**config.mk**
```make
export PLATFORM = sky130hd
export DESIGN_NAME = gpio_setclr_ctrl
export DESIGN_NICKNAME = d
export VERILOG_FILES = /design/src/rtl/gpio_sc_pkg.sv /design/src/rtl/gpio_sc_reg.sv /design/src/rtl/gpio_sc_bank.sv /design/src/rtl/gpio_setclr_ctrl.sv
export SDC_FILE = /design/constraint.sdc
export NUM_CORES = 1
export LEC_CHECK = 0
export BUFFER_PORTS_ARGS = -buffer_cell sky130_fd_sc_hd__buf_4
export CORE_MARGIN = 5
export CORE_UTILIZATION = 44
export DETAILED_ROUTE_END_ITERATION = 10
export GPL_TIMING_DRIVEN = 0
export PLACE_DENSITY = 0.67
export SLEW_MARGIN = 40
export SYNTH_ARGS = -nofsm -noshare
export SYNTH_HDL_FRONTEND = slang
export SYNTH_SLANG_ARGS = --single-unit
```
**constraint.sdc**
```tcl
create_clock -name clk -period 2.3 [get_ports clk]
set_input_delay 0.23 -clock clk [delete_from_list [all_inputs] [get_ports clk]]
set_output_delay 0.23 -clock clk [all_outputs]
set_load 0.05 [all_outputs]
```
**src/rtl/gpio_sc_pkg.sv**
```systemverilog
package gpio_sc_pkg;
  localparam int CTL_COUNT = 8;
  localparam int IDX_OUT  = 0;
  localparam int IDX_OE   = 1;
  localparam int IDX_OD   = 2;
  localparam int IDX_ALT1 = 3;
  localparam int IDX_ALT2 = 4;
  localparam int IDX_PU   = 5;
  localparam int IDX_PD   = 6;
  localparam int IDX_IE   = 7;
  localparam int LEVEL_OFS = 'h30;

  function automatic int ctl_ofs(input int idx);
    case (idx)
      IDX_OUT:  return 'h00;
      IDX_OE:   return 'h04;
      IDX_OD:   return 'h08;
      IDX_ALT1: return 'h10;
      IDX_ALT2: return 'h14;
      IDX_PU:   return 'h18;
      IDX_PD:   return 'h1C;
      IDX_IE:   return 'h20;
      default:  return -1;
    endcase
  endfunction
endpackage

```
**src/rtl/gpio_sc_reg.sv**
```systemverilog
module gpio_sc_reg #(
  parameter int W = 16
) (
  input  logic         clk,
  input  logic         rst,
  input  logic         we,
  input  logic [W-1:0] set_bits,
  input  logic [W-1:0] clr_bits,
  output logic [W-1:0] q
);
  always_ff @(posedge clk) begin
    if (rst) q <= '0;
    else if (we) q <= (q | set_bits) & ~clr_bits;
  end

  p_clear_wins_r2: assert property (@(posedge clk) disable iff (rst)
    we |=> ((q & $past(clr_bits)) == '0));
  p_untouched_hold_r1: assert property (@(posedge clk) disable iff (rst)
    we |=> (((q ^ $past(q)) & ~($past(set_bits) | $past(clr_bits))) == '0));
  p_idle_stable_r1: assert property (@(posedge clk) disable iff (rst)
    !we |=> $stable(q));
endmodule

```
**src/rtl/gpio_sc_bank.sv**
```systemverilog
module gpio_sc_bank
  import gpio_sc_pkg::*;
#(
  parameter int W     = 16,
  parameter int OFS_W = 7
) (
  input  logic           clk,
  input  logic           rst,
  input  logic           we,
  input  logic           re,
  input  logic [OFS_W-1:0] ofs,
  input  logic [2*W-1:0] wdata,
  input  logic [W-1:0]   pin_in,
  output logic [2*W-1:0] rdata,
  output logic [W-1:0]   pad_oe,
  output logic [W-1:0]   pad_out,
  output logic [W-1:0]   pad_pu,
  output logic [W-1:0]   pad_pd
);
  localparam int DW = 2 * W;

  logic [W-1:0]  ctl [CTL_COUNT];
  logic [CTL_COUNT-1:0] hit;
  logic          level_hit;
  logic [DW-1:0] rd_mux;
  logic [W-1:0]  drive;

  for (genvar i = 0; i < CTL_COUNT; i++) begin : g_ctl
    assign hit[i] = (int'(ofs) == ctl_ofs(i));
    gpio_sc_reg #(.W(W)) u_reg (
      .clk      (clk),
      .rst      (rst),
      .we       (we && hit[i]),
      .set_bits (wdata[W-1:0]),
      .clr_bits (wdata[DW-1:W]),
      .q        (ctl[i])
    );
  end

  assign level_hit = (int'(ofs) == LEVEL_OFS);

  always_comb begin
    rd_mux = '0;
    for (int i = 0; i < CTL_COUNT; i++)
      if (hit[i]) rd_mux = {{W{1'b0}}, ctl[i]};
    if (level_hit) rd_mux = {{W{1'b0}}, pin_in & ctl[IDX_IE]};
  end

  always_comb begin
    drive = ctl[IDX_OE] & ~ctl[IDX_ALT1] & ~ctl[IDX_ALT2]
          & ~(ctl[IDX_OD] & ctl[IDX_OUT]);
  end

  always_ff @(posedge clk) begin
    if (rst) begin
      rdata   <= '0;
      pad_oe  <= '0;
      pad_out <= '0;
      pad_pu  <= '0;
      pad_pd  <= '0;
    end else begin
      rdata   <= re ? rd_mux : '0;
      pad_oe  <= drive;
      pad_out <= ctl[IDX_OUT];
      pad_pu  <= ctl[IDX_PU];
      pad_pd  <= ctl[IDX_PD];
    end
  end

  p_unmapped_zero_r9: assert property (@(posedge clk) disable iff (rst)
    (re && (hit == '0) && !level_hit) |=> (rdata == '0));
  p_od_float_r8: assert property (@(posedge clk) disable iff (rst)
    1'b1 |=> ((pad_oe & $past(ctl[IDX_OD] & ctl[IDX_OUT])) == '0));
  p_alt_masks_r7: assert property (@(posedge clk) disable iff (rst)
    1'b1 |=> ((pad_oe & $past(ctl[IDX_ALT1] | ctl[IDX_ALT2])) == '0));
  p_level_gate_r6: assert property (@(posedge clk) disable iff (rst)
    (re && level_hit) |=> ((rdata[W-1:0] & ~$past(ctl[IDX_IE])) == '0));
endmodule

```
**src/rtl/gpio_setclr_ctrl.sv**
```systemverilog
module gpio_setclr_ctrl #(
  parameter int PINS_PER_BANK = 16,
  parameter int NUM_BANKS     = 2,
  parameter int ADDR_W        = 8
) (
  input  logic                              clk,
  input  logic                              rst,
  input  logic [ADDR_W-1:0]                 bus_addr,
  input  logic                              bus_wr,
  input  logic [2*PINS_PER_BANK-1:0]        bus_wdata,
  input  logic                              bus_rd,
  output logic [2*PINS_PER_BANK-1:0]        bus_rdata,
  input  logic [NUM_BANKS*PINS_PER_BANK-1:0] pad_in,
  output logic [NUM_BANKS*PINS_PER_BANK-1:0] pad_oe,
  output logic [NUM_BANKS*PINS_PER_BANK-1:0] pad_out,
  output logic [NUM_BANKS*PINS_PER_BANK-1:0] pad_pu,
  output logic [NUM_BANKS*PINS_PER_BANK-1:0] pad_pd
);
  localparam int W      = PINS_PER_BANK;
  localparam int DW     = 2 * W;
  localparam int BSEL_W = (NUM_BANKS > 1) ? $clog2(NUM_BANKS) : 1;
  localparam int OFS_W  = ADDR_W - BSEL_W;

  logic [BSEL_W-1:0] bank_sel;
  logic [OFS_W-1:0]  ofs;
  logic [DW-1:0]     bank_rd [NUM_BANKS];

  assign bank_sel = bus_addr[ADDR_W-1 -: BSEL_W];
  assign ofs      = bus_addr[OFS_W-1:0];

  for (genvar b = 0; b < NUM_BANKS; b++) begin : g_bank
    logic sel;
    assign sel = (bank_sel == BSEL_W'(b));
    gpio_sc_bank #(.W(W), .OFS_W(OFS_W)) u_bank (
      .clk     (clk),
      .rst     (rst),
      .we      (bus_wr && sel),
      .re      (bus_rd && sel),
      .ofs     (ofs),
      .wdata   (bus_wdata),
      .pin_in  (pad_in[b*W +: W]),
      .rdata   (bank_rd[b]),
      .pad_oe  (pad_oe[b*W +: W]),
      .pad_out (pad_out[b*W +: W]),
      .pad_pu  (pad_pu[b*W +: W]),
      .pad_pd  (pad_pd[b*W +: W])
    );
  end

  always_comb begin
    bus_rdata = '0;
    for (int b = 0; b < NUM_BANKS; b++) bus_rdata |= bank_rd[b];
  end

  p_upper_zero_r5: assert property (@(posedge clk) disable iff (rst)
    bus_rdata[DW-1:W] == '0);
  p_idle_rdata_r5: assert property (@(posedge clk) disable iff (rst)
    !bus_rd |=> (bus_rdata == '0));
endmodule

```
==> flow_metrics.py <==
metrics = {
    "synth": {
        "avgSynthCellArea_sq_um": 8.96,
        "synth.yosys.warnings": 0,
        "synth.distinct_cells": 39,
        "seq_area_frac_synth_pct": 49.0,
        "yosysMostFrequentCell": "dfxtp_1",
        "netlist_area_sq_um": 17000,
        "postSynthCellCount": 1896,
        "synth_common_cells": "416 x dfxtp_1, 378 x a21oi_1, 228 x a211oi_1",
        "async_flop_share_pct": 0,
        "synthTopCellsByArea": "dfxtp_1 49%, a21oi_1 11%, a211oi_1 10%",
        "ys.flop_type": "dfxtp_1",
        "yosysTopAreaCellShare_pct": 49.0,
        "synth_seq_cells": 416,
        "synth-edff-count": 0,
        "synth_top_area_cell": "dfxtp_1",
    },
    "sta": {
        "max_freq_mhz": 438,
        "fin_skew_ps": 41.0,
        "hold_viol": 0,
        "slew_headroom_pct": 36.8,
        "slew_violations": 0,
        "fin_crit_ps": 2290,
        "fin_crit_sh_pct": 99.4,
        "setup_violations": 0,
        "tightest_slew_ps": 948,
        "setup_slack_ps": 14.4,
        "rsz0062_at_grt": "yes",
    },
    "route": {
        "num_vias": 16800,
        "via_per_inst": 6.23,
        "wire_per_inst_um": 28.9,
        "drtAntennaViolNets": 0,
        "drtIter0Drc": 2038,
        "drt_first_pass_iters": 8,
        "drc_errors": 0,
        "postRouteWirelength_um": 78000,
    },
    "final_layout": {
        "final_cell_count_no_fill": 2695,
        "final_area_sq_um": 20700,
        "fin_util_pct": 53.7,
        "drive_gt1_share_pct": 21.8,
        "antenna_cells": 0,
        "area_growth_pct": 21.7,
        "finalNetCount": 2220,
    },
    "global_routing": {
        "grt_overflow": 0,
        "grt_start_max_net_pins": 14,
        "track_usage_pct": 35.3,
        "grt_pass1_vias": 16100,
        "grt_pass1_wl_um": 110000,
        "antenna_found_initial": 4,
    },
    "floorplanning": {
        "die_w_um": 207,
        "core_area_sq_um": 38500,
        "design.die.area_sq_um": 42600,
        "ios": 236,
        "start_util_pct": 44.2,
        "die_y_um": 207,
        "rows": 72,
    },
    "place": {
        "dp_hpwl_um": 58000,
        "io_buffers": 186,
        "pre_cts_ws_ps": -1140,
        "dp_cells": 2617,
        "gp_congestion": 1.03,
        "placement.cell_area_sq_um": 19100,
    },
    "worst_setup_path": {
        "cp_data_arrival_time_ps": 2670,
        "crit_path_cell_trace": "buf_4 > or4_1 > buf_2 > nor2_1 > clkbuf_2 > o21ai_0 > a32oi_1 > a21oi_1",
        "max_stage_delay_ps": 500,
        "startpoint_type": "primary input",
        "required_ps": 2690,
        "critical_path_class": "in2reg",
        "cp_slowest_cell": "or4_1",
        "crit_family": "simple AND/OR/NAND/NOR gates",
        "r2r_start": "g_bank[0].u_bank.g_ctl[6].u_reg.q[8]$_SDFFE_PP0P_",
        "crit_path_end_kind": "flip-flop",
        "worst-path-buf-inv": 3,
        "crit_fanout": 10,
        "r2r_end": "g_bank[0].u_bank.rdata[8]$_SDFF_PP0_",
        "r2r_slack_ps": 380,
        "r2r_cells": 5,
    },
    "power_and_ir_drop": {
        "swShare_pct": 24.9,
        "p_int_uw": 11700,
        "max-vdd-ir-drop_v": 0.000561,
        "seqPwrFrac_pct": 46.4,
        "power_uw": 15600,
        "power_frac_comb_pct": 6.9,
        "p_per_area_nw_per_um2": 753,
        "power_leakage_uw": 0.00722,
        "power_switching_uw": 3870,
        "pwr-share-clk_pct": 46.7,
    },
    "cts": {
        "cts_buffer_depth": 3,
        "root_buffer": "clkbuf_16",
        "clk_latency_ps": 600,
        "post_cts_buffers": 0,
        "cts_buffers": 44,
        "clock_sinks": 416,
        "cts_tree": "done",
        "htree_levels": 2,
        "clk_pin_slew_ps": 60,
    },
    "worst_hold_path": {
        "worstHoldPathType": "in2reg",
        "min_to": "g_bank[1].u_bank.g_ctl[0].u_reg.q[4]$_SDFFE_PP0P_",
        "holdCritStartpoint": "bus_wdata[20]",
        "whs_path_depth": 2,
    },
    "status": {
        "status": "completed",
    },
    "run": {
        "maxCapViolCount": 0,
    },
}
power groups by stage:
stage	clock [uW]	sequential [uW]	combinational (uW)
after floorplan	0	7380	550
after CTS	7310	7220	1030
final	7270	7220	1080
after global placement	0	7380	1010
after detailed placement	0	7380	1020
after global routing	7580	7220	1110
worst max path at each step:
| stage | from | end | depth (start not counted) |
|---|---|---|---|
| final | bus_addr[1] | g_bank[1].u_bank.rdata[4]$_SDFF_PP0_ | 8 |
| after global routing | bus_addr[3] | g_bank[0].u_bank.g_ctl[7].u_reg.q[1]$_SDFFE_PP0P_ | 8 |
| after CTS | bus_addr[4] | g_bank[1].u_bank.rdata[2]$_SDFF_PP0_ | 8 |
| after detailed placement | bus_addr[4] | g_bank[0].u_bank.rdata[9]$_SDFF_PP0_ | 8 |
| after global placement | bus_addr[4] | g_bank[0].u_bank.rdata[9]$_SDFF_PP0_ | 8 |
| after floorplan | bus_addr[1] | g_bank[1].u_bank.g_ctl[3].u_reg.q[10]$_SDFFE_PP0P_ | 6 |
timing repair:
item | in CTS | in global routing
hold endpoints to repair | 0 | 0
setup endpoints to repair | 33 | 97
hold buffers | 0 | 0
resized for setup | 10 | 28
cell usage in the layout (no fill, tap or decap), types with 4 or more instances in the layout:
cell,instances
dfxtp_1,416
a21oi_1,377
a211oi_1,228
buf_4,207
clkbuf_1,146
o21ai_0,124
nor2b_1,98
nor2_1,67
nand2_1,62
or2_2,46
clkbuf_16,44
clkbuf_2,38
nand2b_1,36
or4b_2,32
a32oi_1,32
a22oi_1,32
o211ai_1,30
a211oi_2,28
buf_2,24
buf_1,17
conb_1,16
clkbuf_8,12
clkinv_2,8
nor3_4,5
a21oi_2,5
nor4_2,4
nor3_1,4
registers in the layout, indices dropped and copies added (netlist names):
signal and flops:
g_bank.u_bank.pad_oe 32, g_bank.u_bank.pad_pd 32, g_bank.u_bank.rdata 32, g_bank.u_bank.pad_out 32, g_bank.u_bank.pad_pu 32, g_bank.u_bank.g_ctl.u_reg.q 256
kinds of logic (layout without fill, tap and decap cells):
family                 Yosys count  count (layout)  synth area share [%]
AO/OA/AOI/OAI                  860             860                  31.7
flip-flops                     416             416                  49.0
buffers and inverters          241             507                  6.05
other                            1              16                0.0221
multiplexers                     4               4                 0.250
AND/OR/NAND/NOR                374             374                  13.0
stage by stage:
step	setup TNS, ps	hold WS [ps]
floorplan	0	429
global placement	-151970	457
detailed placement	-114990	459
CTS	0	46.7
global route	-19.8	101
finish	0	72.2
routing by layer:
layer / up-vias / wire (um) / GRT usage, %
met5: - / 0 / 0
met4: 0 / 5690 / 22.1
met3: 283 / 7730 / 8.16
met2: 1074 / 34700 / 55.0
met1: 8067 / 29900 / 44.1
li1: 7376 / - / -
final cells by class:
class / count / area (sq um)
Tap cell: 518 / 648
Clock buffer: 64 / 1300
Clock inverter: 15 / 171
Timing Repair Buffer: 188 / 1410
Buffer: 239 / 1070
Sequential cell: 416 / 8330
Inverter: 1 / 3.75
Fill cell: 3648 / 17800
Multi-Input combinational cell: 1254 / 7750
Power figures use the tool's default switching activity.
